## config.mk

```make
export PLATFORM = sky130hd
export DESIGN_NAME = rxp_hdr_split_placer
export DESIGN_NICKNAME = d
export VERILOG_FILES = /design/src/rtl/rxp_pkg.sv /design/src/rtl/rxp_cfg_decode.sv /design/src/rtl/rxp_place_plan.sv /design/src/rtl/rxp_wr_chan.sv /design/src/rtl/rxp_hdr_split_placer.sv
export SDC_FILE = /design/constraint.sdc
export NUM_CORES = 1
export LEC_CHECK = 0
export BUFFER_PORTS_ARGS = -buffer_cell sky130_fd_sc_hd__buf_2
export CAP_MARGIN = 10
export CORE_ASPECT_RATIO = 1.5
export CORE_UTILIZATION = 40
export DETAILED_ROUTE_END_ITERATION = 12
export PLACE_DENSITY = 0.68
export SYNTH_ARGS = -nofsm -noshare
export SYNTH_HDL_FRONTEND = slang
export SYNTH_HIERARCHICAL = 1
export SYNTH_SLANG_ARGS = --single-unit
```

## constraint.sdc

```tcl
create_clock -name clk -period 9.2 [get_ports clk]
set_clock_uncertainty 0.15 [all_clocks]
set_input_delay 1.38 -clock clk [delete_from_list [all_inputs] [get_ports clk]]
set_output_delay 1.38 -clock clk [all_outputs]
set_load 0.02 [all_outputs]
```

## src/rtl/rxp_pkg.sv

```systemverilog
package rxp_pkg;
  localparam int SZ_W      = 8;
  localparam int DSZ_SHIFT = 10;
  localparam logic [2:0] TY_LEGACY = 3'b000;
  localparam logic [2:0] TY_ONEBUF = 3'b001;
  localparam logic [2:0] TY_SPLIT  = 3'b101;

  typedef enum logic [1:0] {M_LEGACY, M_ONEBUF, M_SPLIT, M_BAD} mode_e;
  typedef enum logic [1:0] {S_IDLE, S_RUN, S_WB} top_st_e;
  typedef enum logic [1:0] {C_IDLE, C_REQ, C_WAIT} chan_st_e;
endpackage

```

## src/rtl/rxp_cfg_decode.sv

```systemverilog
module rxp_cfg_decode
  import rxp_pkg::*;
#(
  parameter int LEN_W = 16,
  parameter int CW    = 19
) (
  input  logic [2:0]       buf_type,
  input  logic             lpe,
  input  logic [SZ_W-1:0]  data_sz,
  input  logic [SZ_W-1:0]  hdr_sz,
  input  logic [LEN_W-1:0] ring_bytes,
  output mode_e            mode,
  output logic [CW-1:0]    data_buf,
  output logic [CW-1:0]    hdr_buf
);
  always_comb begin
    case (buf_type)
      TY_LEGACY: mode = M_LEGACY;
      TY_ONEBUF: mode = M_ONEBUF;
      TY_SPLIT:  mode = M_SPLIT;
      default:   mode = M_BAD;
    endcase
  end

  always_comb begin
    if (lpe) begin
      data_buf = {{(CW-SZ_W-DSZ_SHIFT){1'b0}}, data_sz, {DSZ_SHIFT{1'b0}}};
      hdr_buf  = {{(CW-SZ_W){1'b0}}, hdr_sz};
    end else begin
      data_buf = {{(CW-LEN_W){1'b0}}, ring_bytes};
      hdr_buf  = '0;
    end
  end
endmodule

```

## src/rtl/rxp_place_plan.sv

```systemverilog
module rxp_place_plan
  import rxp_pkg::*;
#(
  parameter int LEN_W = 16,
  parameter int CW    = 19
) (
  input  logic [LEN_W-1:0] len,
  input  logic [LEN_W-1:0] split,
  input  logic [LEN_W-1:0] offset,
  input  mode_e            mode,
  input  logic [CW-1:0]    data_buf,
  input  logic [CW-1:0]    hdr_buf,
  output logic             bad,
  output logic             use_hdr,
  output logic             use_data,
  output logic [LEN_W-1:0] hdr_len,
  output logic [LEN_W-1:0] data_off,
  output logic [LEN_W-1:0] data_len,
  output logic [LEN_W-1:0] wbf_hdr_len,
  output logic             wbf_split,
  output logic [LEN_W-1:0] wbf_data_len,
  output logic [LEN_W-1:0] new_off,
  output logic             eop
);
  localparam int PAD = CW - LEN_W;

  logic [LEN_W-1:0] rem_cont, rem_first, cp_cont, cp_first;
  logic [CW-1:0]    len_x, split_x, rem_cont_x, rem_first_x;
  logic             dbuf_nz, split_ok;

  always_comb begin
    len_x       = {{PAD{1'b0}}, len};
    split_x     = {{PAD{1'b0}}, split};
    rem_cont    = len - offset;
    rem_first   = len - split;
    rem_cont_x  = {{PAD{1'b0}}, rem_cont};
    rem_first_x = {{PAD{1'b0}}, rem_first};
    cp_cont     = (rem_cont_x  <= data_buf) ? rem_cont  : data_buf[LEN_W-1:0];
    cp_first    = (rem_first_x <= data_buf) ? rem_first : data_buf[LEN_W-1:0];
    dbuf_nz     = (data_buf != '0);
    split_ok    = (split != '0) && (split_x <= hdr_buf) && (split < len) && dbuf_nz;
  end

  always_comb begin
    bad          = 1'b1;
    use_hdr      = 1'b0;
    use_data     = 1'b0;
    hdr_len      = '0;
    data_off     = '0;
    data_len     = '0;
    wbf_hdr_len  = '0;
    wbf_split    = 1'b0;
    wbf_data_len = '0;
    new_off      = '0;
    if (len != '0) begin
      case (mode)
        M_LEGACY, M_ONEBUF: begin
          if (offset == '0 && len_x <= data_buf) begin
            bad          = 1'b0;
            use_data     = 1'b1;
            data_len     = len;
            wbf_data_len = len;
            new_off      = len;
          end
        end
        M_SPLIT: begin
          if (offset >= len) begin
            bad = 1'b1;
          end else if (offset != '0) begin
            if (dbuf_nz) begin
              bad          = 1'b0;
              use_data     = 1'b1;
              data_off     = offset;
              data_len     = cp_cont;
              wbf_data_len = cp_cont;
              new_off      = offset + cp_cont;
            end
          end else if (len_x <= hdr_buf) begin
            bad         = 1'b0;
            use_hdr     = 1'b1;
            hdr_len     = len;
            wbf_hdr_len = len;
            new_off     = len;
          end else if (split_ok) begin
            bad          = 1'b0;
            use_hdr      = 1'b1;
            use_data     = 1'b1;
            hdr_len      = split;
            data_off     = split;
            data_len     = cp_first;
            wbf_hdr_len  = split;
            wbf_split    = 1'b1;
            wbf_data_len = cp_first;
            new_off      = split + cp_first;
          end
        end
        default: bad = 1'b1;
      endcase
    end
  end

  assign eop = (new_off == len);
endmodule

```

## src/rtl/rxp_wr_chan.sv

```systemverilog
module rxp_wr_chan
  import rxp_pkg::*;
(
  input  logic clk,
  input  logic rst_n,
  input  logic start,
  input  logic cmd_ready,
  input  logic done,
  output logic cmd_valid,
  output logic retire
);
  chan_st_e st;

  always_ff @(posedge clk) begin
    if (!rst_n) begin
      st <= C_IDLE;
    end else begin
      case (st)
        C_IDLE:  if (start)     st <= C_REQ;
        C_REQ:   if (cmd_ready) st <= C_WAIT;
        C_WAIT:  if (done)      st <= C_IDLE;
        default: st <= C_IDLE;
      endcase
    end
  end

  assign cmd_valid = (st == C_REQ);
  assign retire    = (st == C_WAIT) && done;
endmodule

```

## src/rtl/rxp_hdr_split_placer.sv

```systemverilog
module rxp_hdr_split_placer
  import rxp_pkg::*;
#(
  parameter int LEN_W  = 16,
  parameter int ADDR_W = 32
) (
  input  logic              clk,
  input  logic              rst_n,
  input  logic [2:0]        cfg_buf_type,
  input  logic              cfg_lpe,
  input  logic [7:0]        cfg_data_sz,
  input  logic [7:0]        cfg_hdr_sz,
  input  logic [LEN_W-1:0]  cfg_ring_bytes,
  input  logic              frm_valid,
  input  logic [LEN_W-1:0]  frm_len,
  input  logic [LEN_W-1:0]  frm_split,
  output logic              frm_pop,
  input  logic              desc_valid,
  output logic              desc_ready,
  input  logic [ADDR_W-1:0] desc_hdr_addr,
  input  logic [ADDR_W-1:0] desc_data_addr,
  output logic              hwr_valid,
  input  logic              hwr_ready,
  output logic [ADDR_W-1:0] hwr_addr,
  output logic [LEN_W-1:0]  hwr_len,
  input  logic              hwr_done,
  output logic              dwr_valid,
  input  logic              dwr_ready,
  output logic [ADDR_W-1:0] dwr_addr,
  output logic [LEN_W-1:0]  dwr_src_off,
  output logic [LEN_W-1:0]  dwr_len,
  input  logic              dwr_done,
  output logic              wb_valid,
  input  logic              wb_ready,
  output logic [LEN_W-1:0]  wb_hdr_len,
  output logic              wb_split,
  output logic [LEN_W-1:0]  wb_data_len,
  output logic              wb_dd,
  output logic              wb_eop,
  output logic              busy,
  output logic              err
);
  localparam int CW     = ((LEN_W > SZ_W + DSZ_SHIFT) ? LEN_W : SZ_W + DSZ_SHIFT) + 1;
  localparam int N_CHAN = 2;
  localparam int CH_HDR = 0;
  localparam int CH_DAT = 1;

  mode_e          mode;
  logic [CW-1:0]  data_buf, hdr_buf;

  rxp_cfg_decode #(.LEN_W(LEN_W), .CW(CW)) u_cfg (
    .buf_type   (cfg_buf_type),
    .lpe        (cfg_lpe),
    .data_sz    (cfg_data_sz),
    .hdr_sz     (cfg_hdr_sz),
    .ring_bytes (cfg_ring_bytes),
    .mode       (mode),
    .data_buf   (data_buf),
    .hdr_buf    (hdr_buf)
  );

  logic [LEN_W-1:0] run_off;
  logic             c_bad, c_use_hdr, c_use_data, c_split, c_eop;
  logic [LEN_W-1:0] c_hdr_len, c_data_off, c_data_len;
  logic [LEN_W-1:0] c_wb_hlen, c_wb_dlen, c_new_off;

  rxp_place_plan #(.LEN_W(LEN_W), .CW(CW)) u_plan (
    .len          (frm_len),
    .split        (frm_split),
    .offset       (run_off),
    .mode         (mode),
    .data_buf     (data_buf),
    .hdr_buf      (hdr_buf),
    .bad          (c_bad),
    .use_hdr      (c_use_hdr),
    .use_data     (c_use_data),
    .hdr_len      (c_hdr_len),
    .data_off     (c_data_off),
    .data_len     (c_data_len),
    .wbf_hdr_len  (c_wb_hlen),
    .wbf_split    (c_split),
    .wbf_data_len (c_wb_dlen),
    .new_off      (c_new_off),
    .eop          (c_eop)
  );

  top_st_e st;
  logic    idle, accept, drop, wb_fire;

  assign idle       = (st == S_IDLE);
  assign desc_ready = idle && frm_valid && !c_bad;
  assign accept     = desc_ready && desc_valid;
  assign drop       = idle && frm_valid && desc_valid && c_bad;

  // Per-channel command/completion tracking
  logic [N_CHAN-1:0] ch_start, ch_ready, ch_done, ch_valid, ch_retire;

  assign ch_start[CH_HDR] = accept && c_use_hdr;
  assign ch_start[CH_DAT] = accept && c_use_data;
  assign ch_ready[CH_HDR] = hwr_ready;
  assign ch_ready[CH_DAT] = dwr_ready;
  assign ch_done[CH_HDR]  = hwr_done;
  assign ch_done[CH_DAT]  = dwr_done;

  generate
    for (genvar g = 0; g < N_CHAN; g++) begin : g_chan
      rxp_wr_chan u_chan (
        .clk       (clk),
        .rst_n     (rst_n),
        .start     (ch_start[g]),
        .cmd_ready (ch_ready[g]),
        .done      (ch_done[g]),
        .cmd_valid (ch_valid[g]),
        .retire    (ch_retire[g])
      );
    end
  endgenerate

  // Latched placement for the accepted descriptor
  logic [ADDR_W-1:0] p_hdr_addr, p_data_addr;
  logic [LEN_W-1:0]  p_hdr_len, p_data_off, p_data_len;
  logic [LEN_W-1:0]  p_wb_hlen, p_wb_dlen, p_new_off;
  logic              p_split, p_eop;
  logic [1:0]        need, cnt, cnt_next;

  assign cnt_next = cnt + {1'b0, ch_retire[CH_HDR]} + {1'b0, ch_retire[CH_DAT]};
  assign wb_fire  = (st == S_WB) && wb_ready;

  always_ff @(posedge clk) begin
    if (!rst_n) begin
      st          <= S_IDLE;
      run_off     <= '0;
      cnt         <= '0;
      need        <= '0;
      p_hdr_addr  <= '0;
      p_data_addr <= '0;
      p_hdr_len   <= '0;
      p_data_off  <= '0;
      p_data_len  <= '0;
      p_wb_hlen   <= '0;
      p_wb_dlen   <= '0;
      p_new_off   <= '0;
      p_split     <= 1'b0;
      p_eop       <= 1'b0;
    end else begin
      case (st)
        S_IDLE: begin
          if (drop) begin
            run_off <= '0;
          end else if (accept) begin
            st          <= S_RUN;
            cnt         <= '0;
            need        <= {1'b0, c_use_hdr} + {1'b0, c_use_data};
            p_hdr_addr  <= desc_hdr_addr;
            p_data_addr <= desc_data_addr;
            p_hdr_len   <= c_hdr_len;
            p_data_off  <= c_data_off;
            p_data_len  <= c_data_len;
            p_wb_hlen   <= c_wb_hlen;
            p_wb_dlen   <= c_wb_dlen;
            p_new_off   <= c_new_off;
            p_split     <= c_split;
            p_eop       <= c_eop;
          end
        end
        S_RUN: begin
          if (cnt_next == need) begin
            st  <= S_WB;
            cnt <= '0;
          end else begin
            cnt <= cnt_next;
          end
        end
        S_WB: begin
          if (wb_ready) begin
            st      <= S_IDLE;
            run_off <= p_eop ? '0 : p_new_off;
          end
        end
        default: st <= S_IDLE;
      endcase
    end
  end

  assign hwr_valid   = ch_valid[CH_HDR];
  assign hwr_addr    = p_hdr_addr;
  assign hwr_len     = p_hdr_len;
  assign dwr_valid   = ch_valid[CH_DAT];
  assign dwr_addr    = p_data_addr;
  assign dwr_src_off = p_data_off;
  assign dwr_len     = p_data_len;

  assign wb_valid    = (st == S_WB);
  assign wb_hdr_len  = p_wb_hlen;
  assign wb_split    = p_split;
  assign wb_data_len = p_wb_dlen;
  assign wb_dd       = 1'b1;
  assign wb_eop      = p_eop;

  assign busy    = !idle;
  assign err     = drop;
  assign frm_pop = drop || (wb_fire && p_eop);
endmodule

```

==> results of run 1 <==
[cell usage in the layout, fill, tap and decap left out, types with 10 or more instances in the layout]
cell type                   count
sky130_fd_sc_hd__clkbuf_16     17
sky130_fd_sc_hd__a22o_1        19
sky130_fd_sc_hd__a21o_1        35
sky130_fd_sc_hd__buf_4         42
sky130_fd_sc_hd__a21oi_1      310
sky130_fd_sc_hd__mux2_2        16
sky130_fd_sc_hd__nand4_1       24
sky130_fd_sc_hd__nand2b_1      14
sky130_fd_sc_hd__inv_1         92
sky130_fd_sc_hd__nor2b_1       19
sky130_fd_sc_hd__o21ai_0      219
sky130_fd_sc_hd__a211oi_1      18
sky130_fd_sc_hd__buf_2        293
sky130_fd_sc_hd__xor2_1        16
sky130_fd_sc_hd__dfxtp_1      188
sky130_fd_sc_hd__conb_1        13
sky130_fd_sc_hd__nand2_1      123
sky130_fd_sc_hd__nor2_1        91
sky130_fd_sc_hd__o211ai_1      10
sky130_fd_sc_hd__nand3_1      186
sky130_fd_sc_hd__and3_1        16
sky130_fd_sc_hd__ha_1         146
sky130_fd_sc_hd__xnor2_1       34
sky130_fd_sc_hd__a31oi_1       11
sky130_fd_sc_hd__nor4_1        15
sky130_fd_sc_hd__and2_1        20
sky130_fd_sc_hd__nor3_1        22
[synth_stat cells, drive strengths merged (22+ instances only)]
cell type  count  share of area
a21o          35          0.017
a21oi        312           0.10
buf           85          0.038
clkbuf        90          0.022
dfxtp        188           0.25
ha           146           0.12
inv           93          0.023
mux2          22          0.018
nand2        123          0.031
nand3        186          0.062
nand4         24          0.010
nor2          92          0.023
nor2b         22         0.0095
nor3          23         0.0084
o21ai        227          0.076
xnor2         34          0.020
[registers in the layout, indices dropped and copies added (netlist names)]
signal            cells
dwr_src_off          16
g_chan.u_chan/st      4
wb_split              1
p_new_off            16
dwr_len              16
run_off              16
hwr_addr             32
need                  2
cnt                   2
wb_eop                1
hwr_len              16
dwr_addr             32
wb_data_len          16
wb_hdr_len           16
st                    2
[final cells by class]
cell class,instances,area [um2]
timing repair buffer,335,1780
multi-input combinational,1554,10100
clock inverter,15,200
inverter,93,352
sequential,188,3760
clock buffer,17,425
tap,484,606
fill,3789,19700
[routing by layer]
metal | GRT usage | wire, um | vias up
met5 | 0 | 0 | -
met3 | 0.0630 | 5290 | 257
met2 | 0.581 | 31400 | 930
li1 | - | - | 7604
met4 | 0.272 | 5820 | 0
met1 | 0.366 | 24100 | 7801
[power groups by stage]
| stage | Combinational (mW) | Clock [mW] | Sequential, mW |
|---|---|---|---|
| after floorplan | 0.517 | 0 | 0.861 |
| after global placement | 0.788 | 0 | 0.848 |
| after detailed placement | 0.796 | 0 | 0.849 |
| after CTS | 0.800 | 0.797 | 0.830 |
| after global routing | 0.887 | 0.832 | 0.831 |
| final | 0.836 | 0.782 | 0.830 |
[critical path, delay by kind of cell]
family | cells | cell delay, ns
AOI/OAI and AO/OA | 17 | 4.23
muxes | 1 | 0.23
and+or+nand+nor | 9 | 1.42
buffers and inverters | 2 | 0.32
adders and majority gates | 4 | 1.30
[path summary, 6_finish.rpt]
check | end | slack (ns)
max | wb_eop$_SDFFE_PN0P_ | 0.51
min | run_off[12]$_SDFFE_PN0P_ | 0.31
max reg2reg | wb_eop$_SDFFE_PN0P_ | 1.07
min reg2reg | run_off[12]$_SDFFE_PN0P_ | 0.31
[metrics by stage]
stage / setup WS (ns) / instance area [um2] / utilization
3_3_place_gp: 0.597 / 16600 / 0.449
2_1_floorplan: 1.04 / 15100 / -
6_report: 0.509 / 17200 / 0.466
3_5_place_dp: 0.434 / 16600 / 0.449
5_1_grt: 0.220 / 17200 / 0.466
4_1_cts: 0.864 / 17200 / 0.466
[cell families (layout without fill, tap and decap cells)]
family,count (synthesis),count (layout),synth area share
multiplexers,28,28,0.0220
other,2,13,0.000500
AO/OA/AOI/OAI,731,731,0.288
buffers and inverters,268,460,0.0841
adder cells (fa/ha/maj),151,151,0.128
flip-flops,188,188,0.251
XOR/XNOR,51,51,0.0307
AND/OR/NAND/NOR,580,580,0.196
==> implementation parameters, run 1 <==
Parameter                              Value

Worst hold path
  Hold Crit Class    reg -> reg
  Hold Path Depth    1
  Critical hold path startpoint    p_new_off[12]$_SDFFE_PN0P_

Layout
  Final Net Count    ~2500
  Finished Layout Cells    approximately 2700
  Synth-to-Final Area Change    14.5%
  Layout cells sized above 1    0.193
  Ant. Diodes    0

Clock network
  Clock tree from TritonCTS    done
  Number of buffers created by CTS    17
  Clock Latency Late Sink    ~0.44 ns
  Register clock-pin slew on the reported worst setup and hold paths    around 0.07 ns
  Depth of the CTS H-tree    4
  Sink count of the clock tree    188
  Cts repair resizes    0
  Total setup buffers inserted after CTS    0
  Bufs on Longest Clock Path    2
  CTS root buffer    sky130_fd_sc_hd__clkbuf_16
  Hold-fix buffers, CTS    0

Power and ir drop
  Total design power    ~2.4 mW
  Internal power of the cells    1.52 mW
  Clock network fraction of design power    0.320
  Leakage power of the design    slightly above 7 nW
  Pwr/cell area    around 140 nW/um2
  Switching share of power    0.379
  Largest voltage drop on the vdd net    roughly 0.00015 V
  Sequential power share    0.339
  Part of the power in combinational logic    0.341
  Power spent charging and discharging nets    927 uW

Die
  Effective utilization at floorplan    0.407
  Core footprint    ~37000 um2
  Number of standard-cell rows in the floorplan    86
  Die width    160 um
  DIE AREA    38300 um2
  Vert. Die Dim    between 200 and 250 um
  Number of ports placed on the die boundary    between 200 and 300

STA
  Final Slew Violations    0
  Final Cycle Share    0.945
  Maximum clock rate    approximately 120 MHz
  Final setup violation count    0
  Clock period minus worst slack    about 8.7 ns
  Remaining max-slew budget at the tightest pin    0.214
  Worst slew pin tran    about 1.2 ns
  Unrepaired setup endpoints after global routing    false
  Worst Hold Slack    0.315 ns
  Fin Setup TNS    0 ns
  Total count of hold-check failures in the final report    0

Routing
  Number of DRC markers after the initial detailed-route iteration    about 1500
  Ratio of routed vias to standard cells    just over 6
  Number of DRC violations after detailed routing    0
  Initial DRT Pass Iterations    6
  Remaining number of nets flagged by the antenna check after routing    0
  Drt wl/cell    24.8 um
  Vias post-DR    16600
  Routed WL    66600 um

Logic synthesis
  Fraction of synthesis flops using an asynchronous set or reset pin    0
  Post-synthesis instance area    15000 um2
  Predominant post-synthesis flop cell    sky130_fd_sc_hd__dfxtp_1
  Sequential share of the synthesized area    0.251
  Seq cells post-synth    188
  Count of distinct cell types in the synthesized netlist    91
  YS warnings    6
  Mean instance size in the synthesized netlist    around 7.5 um2
  Cell count after synthesis    around 2000
  Number of synthesized flops with an enable pin    0

GRT
  Gr usage total    0.339
  Vias in the first global route    ~16000
  Total global routing overflow    0
  Initial antenna violation count    0
  Maximum number of pins on one net before global-route repair    119
  Global-route wire length before repair    around 100000 um

Critical path
  Required time at the worst-slack endpoint    roughly 9.4 ns
  Reg2reg path depth    31
  Top cell by count, worst path    sky130_fd_sc_hd__a21o_1
  Slowest cell on crit path    sky130_fd_sc_hd__o21ai_0
  Data arrival at the endpoint of the critical path    8.90 ns
  Reg-to-reg critical path startpoint    run_off[4]$_SDFFE_PN0P_
  CP peak stage delay    0.90 ns
  Peak fanout along the critical path    9
  Type of the worst setup path    in -> reg
  Crit. End Element    flop
  Crit. Startpoint    frm_len[0]
  Critical Path Source Type    input pin

Placement
  Dpl cells    approximately 2700
  I/O Buffers    293
  Routability-driven placement congestion ratio    ~1.1
  DP HPWL    50300 um

Outcome
  Outcome    complete, no violations

Flow run
  Number of maximum-capacitance constraint violations    0
Power figures use the tool's default switching activity.
==> inputs of run 2 (changes only) <==
--- a/config.mk
+++ b/config.mk
@@ -8,9 +8,9 @@
 export BUFFER_PORTS_ARGS = -buffer_cell sky130_fd_sc_hd__buf_2
 export CAP_MARGIN = 10
 export CORE_ASPECT_RATIO = 1.5
-export CORE_UTILIZATION = 40
+export CORE_UTILIZATION = 30
 export DETAILED_ROUTE_END_ITERATION = 12
-export PLACE_DENSITY = 0.68
+export PLACE_DENSITY = 0.56
 export SYNTH_ARGS = -nofsm -noshare
 export SYNTH_HDL_FRONTEND = slang
 export SYNTH_HIERARCHICAL = 1
==> implementation parameters, run 2 (synthesis results as in run 1) <==
Parameter                              Value

STA
  Unrepaired setup endpoints after global routing    false
  Worst slew pin tran    1.15 ns
  Final Cycle Share    0.939
  Fin Setup TNS    0 ns
  Remaining max-slew budget at the tightest pin    0.226
  Maximum clock rate    between 100 and 150 MHz
  Final Slew Violations    0
  Total count of hold-check failures in the final report    0
  Final setup violation count    0
  Clock period minus worst slack    roughly 8.6 ns

Placement
  I/O Buffers    around 290
  Instance area at placement    16900 um2
  Routability-driven placement congestion ratio    approximately 1.1
  DP HPWL    ~54000 um

Clock network
  Cts repair resizes    0
  Bufs on Longest Clock Path    2
  Sink count of the clock tree    188
  Hold-fix buffers, CTS    0
  CTS root buffer    sky130_fd_sc_hd__clkbuf_16
  Clock Latency Late Sink    0.44 ns
  Total setup buffers inserted after CTS    0
  Clock tree from TritonCTS    done
  Register clock-pin slew on the reported worst setup and hold paths    roughly 0.080 ns
  Depth of the CTS H-tree    4
  Number of buffers created by CTS    17

GRT
  Global-route wire length before repair    104000 um
  Gr usage total    0.277
  Total global routing overflow    0
  Initial antenna violation count    0
  Vias in the first global route    about 16000
  Maximum number of pins on one net before global-route repair    between 100 and 150

Worst hold path
  Hold Path Depth    1
  Worst Hold Endpoint    run_off[13]$_SDFFE_PN0P_
  Hold Crit Class    reg -> reg
  Critical hold path startpoint    p_new_off[13]$_SDFFE_PN0P_

Routing
  Number of DRC violations after detailed routing    0
  Drt wl/cell    around 25 um
  Routed WL    just over 70000 um
  Number of DRC markers after the initial detailed-route iteration    between 1000 and 1500
  Initial DRT Pass Iterations    5
  Vias post-DR    about 16000
  Ratio of routed vias to standard cells    5.71
  Remaining number of nets flagged by the antenna check after routing    0

Layout
  Most frequent standard cell in the layout excluding fill and tap cells    sky130_fd_sc_hd__a21oi_1
  Synth-to-Final Area Change    16.7%
  Final standard cell area without fillers    about 18000 um2
  Most frequent cells in the layout    sky130_fd_sc_hd__a21oi_1, sky130_fd_sc_hd__buf_2, sky130_fd_sc_hd__o21ai_0, sky130_fd_sc_hd__dfxtp_1, sky130_fd_sc_hd__nand3_1
  Final Net Count    ~2500
  Ant. Diodes    0
  Layout cells sized above 1    0.198

Die
  Number of standard-cell rows in the floorplan    100
  Core footprint    49500 um2
  Number of ports placed on the die boundary    roughly 300
  Effective utilization at floorplan    0.303
  Vert. Die Dim    roughly 280 um
  Die width    185 um
  DIE AREA    ~51000 um2

Critical path
  Slowest cell on crit path    sky130_fd_sc_hd__ha_1
  Register-to-register setup slack    1.18 ns
  Crit. End Element    flop
  Type of the worst setup path    in -> reg
  Capture point of the worst reg-to-reg path    wb_eop$_SDFFE_PN0P_
  CP peak stage delay    0.49 ns
  Reg-to-reg critical path startpoint    run_off[4]$_SDFFE_PN0P_
  Data arrival at the endpoint of the critical path    about 8.9 ns
  Reg2reg path depth    33
  Critical Path Source Type    input pin
  Peak fanout along the critical path    13
  Required time at the worst-slack endpoint    roughly 9.4 ns
  Top cell by count, worst path    sky130_fd_sc_hd__a21o_1
  Kind of cell adding the most delay to the critical path    compound AO/OA/AOI/OAI gates
  Number of buffer and inverter stages on the critical path    3

Power and ir drop
  Leakage power of the design    7.30 nW
  Pwr/cell area    between 100 and 150 nW/um2
  Largest voltage drop on the vdd net    ~0.00014 V

Outcome
  Outcome    complete, no violations

Flow run
  Number of maximum-capacitance constraint violations    0
==> run 2: stage by stage <==
step / utilization / hold WS [ns] / setup slack (ns) / power [mW] / instances
floorplan: - / 0.286 / 1.04 / 1.38 / 2010
global placement: 0.341 / 0.292 / 0.303 / 1.67 / 2843
detailed placement: 0.341 / 0.293 / 0.329 / 1.68 / 2843
CTS: 0.354 / 0.306 / 0.759 / 2.45 / 2875
global route: 0.354 / 0.330 / 0.130 / 2.56 / 2875
finish: 0.354 / 0.311 / 0.563 / 2.45 / 2875
==> run 2: final cells by class <==
cell class / instances / area (um2)
fill: 5359 / 32000
multi-input combinational: 1554 / 10100
sequential: 188 / 3760
timing repair buffer: 345 / 1890
tap: 663 / 830
clock buffer: 17 / 425
inverter: 93 / 352
clock inverter: 15 / 193
==> run 2: worst max path at each step <==
stage / start / to / slack (ns) / cells after the start
global placement: frm_len[0] / wb_eop$_SDFFE_PN0P_ / 0.30 / 35
floorplan: frm_len[4] / wb_eop$_SDFFE_PN0P_ / 1.04 / 35
finish: frm_len[0] / wb_eop$_SDFFE_PN0P_ / 0.56 / 35
detailed placement: frm_len[0] / wb_eop$_SDFFE_PN0P_ / 0.33 / 35
CTS: frm_len[0] / wb_eop$_SDFFE_PN0P_ / 0.76 / 36
global route: frm_len[0] / wb_eop$_SDFFE_PN0P_ / 0.13 / 36
==> run 2: power breakdown <==
| group | internal (mW) | leakage (nW) | switching (mW) |
|---|---|---|---|
| logic | 0.287 | 5.49 | 0.568 |
| registers | 0.824 | 1.52 | 0.00561 |
| clock network | 0.372 | 0.295 | 0.395 |
==> run 2: layer usage <==
layer | vias to the layer above | global-route usage | share of wire
li1 | 7623 | - | -
met1 | 7837 | 0.298 | 0.37
met2 | 766 | 0.472 | 0.48
met3 | 201 | 0.0623 | 0.074
met4 | 0 | 0.199 | 0.078
met5 | - | 0 | 0
==> inputs of run 3 (changes only) <==
==> constraint.sdc (replaced) <==
create_clock -name clk -period 9.2 [get_ports clk]
set_clock_uncertainty 0.15 [all_clocks]
set_input_delay 1.84 -clock clk [delete_from_list [all_inputs] [get_ports clk]]
set_output_delay 1.84 -clock clk [all_outputs]
set_load 0.02 [all_outputs]
==> implementation parameters, run 3 (synthesis results as in run 1) <==
Parameter                              Value

Clock network
  Register clock-pin slew on the reported worst setup and hold paths    around 0.08 ns
  Number of buffers created by CTS    17
  Total setup buffers inserted after CTS    0
  Hold-fix buffers, CTS    0
  Bufs on Longest Clock Path    2
  Clock tree from TritonCTS    done
  Sink count of the clock tree    between 150 and 200
  Clock Latency Late Sink    0.44 ns
  CTS root buffer    sky130_fd_sc_hd__clkbuf_16
  Cts repair resizes    0
  Depth of the CTS H-tree    4

STA
  Final Slew Violations    0
  Unrepaired setup endpoints after global routing    false
  Worst slew pin tran    1.10 ns
  Maximum clock rate    roughly 110 MHz
  Final Cycle Share    0.953
  Worst Hold Slack    between 0.3 and 0.4 ns
  Fin Setup TNS    0 ns
  Clock period minus worst slack    8.77 ns
  Final setup violation count    0
  Total count of hold-check failures in the final report    0
  Remaining max-slew budget at the tightest pin    0.266

Routing
  Vias post-DR    between 15000 and 20000
  Number of DRC violations after detailed routing    0
  Drt wl/cell    24.0 um
  Number of DRC markers after the initial detailed-route iteration    1157
  Routed WL    roughly 70000 um
  Ratio of routed vias to standard cells    5.70
  Initial DRT Pass Iterations    6
  Remaining number of nets flagged by the antenna check after routing    0

Placement
  I/O Buffers    roughly 290
  DP HPWL    a little over 50000 um
  Dpl cells    around 2900
  Routability-driven placement congestion ratio    about 1.1
  Instance area at placement    between 15000 and 20000 um2

GRT
  Initial antenna violation count    1
  Maximum number of pins on one net before global-route repair    112
  Total global routing overflow    0
  Vias in the first global route    16200
  Gr usage total    0.268
  Global-route wire length before repair    between 100000 and 150000 um

Die
  Die width    185 um
  DIE AREA    51000 um2
  Vert. Die Dim    276 um
  Number of ports placed on the die boundary    ~300
  Core footprint    around 50000 um2
  Number of standard-cell rows in the floorplan    100
  Effective utilization at floorplan    0.303

Critical path
  Data arrival at the endpoint of the critical path    between 8 and 9 ns
  Peak fanout along the critical path    10
  Type of the worst setup path    in -> reg
  Critical Path Source Type    input pin
  Kind of cell adding the most delay to the critical path    compound AO/OA/AOI/OAI gates
  Required time at the worst-slack endpoint    about 9.4 ns
  Reg-to-reg critical path startpoint    run_off[1]$_SDFFE_PN0P_
  Register-to-register setup slack    1.55 ns
  Number of buffer and inverter stages on the critical path    3
  Reg2reg path depth    33
  CP peak stage delay    about 0.71 ns
  Slowest cell on crit path    sky130_fd_sc_hd__a31oi_1
  Capture point of the worst reg-to-reg path    wb_eop$_SDFFE_PN0P_
  Crit. End Element    flop

Worst hold path
  Critical hold path startpoint    p_new_off[1]$_SDFFE_PN0P_
  Hold Path Depth    1
  Worst Hold Endpoint    run_off[1]$_SDFFE_PN0P_
  Hold Crit Class    reg -> reg

Layout
  Finished Layout Cells    just under 3000
  Most frequent cells in the layout    sky130_fd_sc_hd__a21oi_1, sky130_fd_sc_hd__buf_2, sky130_fd_sc_hd__o21ai_0, sky130_fd_sc_hd__dfxtp_1, sky130_fd_sc_hd__nand3_1
  Ant. Diodes    0
  Most frequent standard cell in the layout excluding fill and tap cells    sky130_fd_sc_hd__a21oi_1
  Synth-to-Final Area Change    17.2%
  Fillers    around 5400
  Layout cells sized above 1    0.202
  Final standard cell area without fillers    17600 um2
  Final Net Count    around 2500

Outcome
  Outcome    complete, no violations

Power and ir drop
  Largest voltage drop on the vdd net    0.000103 V
  Leakage power of the design    7.35 nW
  Pwr/cell area    about 140 nW/um2
  Total design power    2.45 mW

Flow run
  Number of maximum-capacitance constraint violations    0
run 3: per-stage QoR:
stage	worst slack [ns]	util
finish	0.430	0.355
global route	0.0222	0.355
CTS	0.618	0.355
detailed placement	0.155	0.343
global placement	0.157	0.343
floorplan	0.579	-
run 3: cell type report:
cell class / instances / area (um2) / share of cell area
clock inverter: 15 / 190 / 0.0108
clock buffer: 17 / 425 / 0.0242
timing repair buffer: 358 / 1970 / 0.112
sequential: 188 / 3760 / 0.214
tap: 663 / 830 / 0.0471
inverter: 93 / 352 / 0.0200
multi-input combinational: 1554 / 10100 / 0.572
run 3: worst max path at each step:
stage	from	end	slack, ns	depth (start not counted)
2_1_floorplan	frm_len[4]	wb_eop$_SDFFE_PN0P_	0.58	35
3_3_place_gp	frm_len[4]	wb_eop$_SDFFE_PN0P_	0.16	33
3_5_place_dp	frm_len[4]	wb_eop$_SDFFE_PN0P_	0.15	33
4_1_cts	frm_len[4]	wb_eop$_SDFFE_PN0P_	0.62	33
5_1_grt	frm_len[4]	wb_eop$_SDFFE_PN0P_	0.02	34
6_report	frm_split[8]	wb_eop$_SDFFE_PN0P_	0.43	28
run 3: report_power, final:
part	switching, mW	internal [mW]	leakage [nW]
logic	0.565	0.294	5.54
registers	0.00566	0.824	1.52
clock network	0.395	0.371	0.294
run 3: per-layer routing:
layer / vias up / track usage / wire, um
met3: 217 / 0.0537 / 4940
met2: 767 / 0.459 / 33500
met4: 2 / 0.185 / 5180
met5: - / 0 / 14
met1: 7844 / 0.295 / 25700
li1: 7643 / - / -
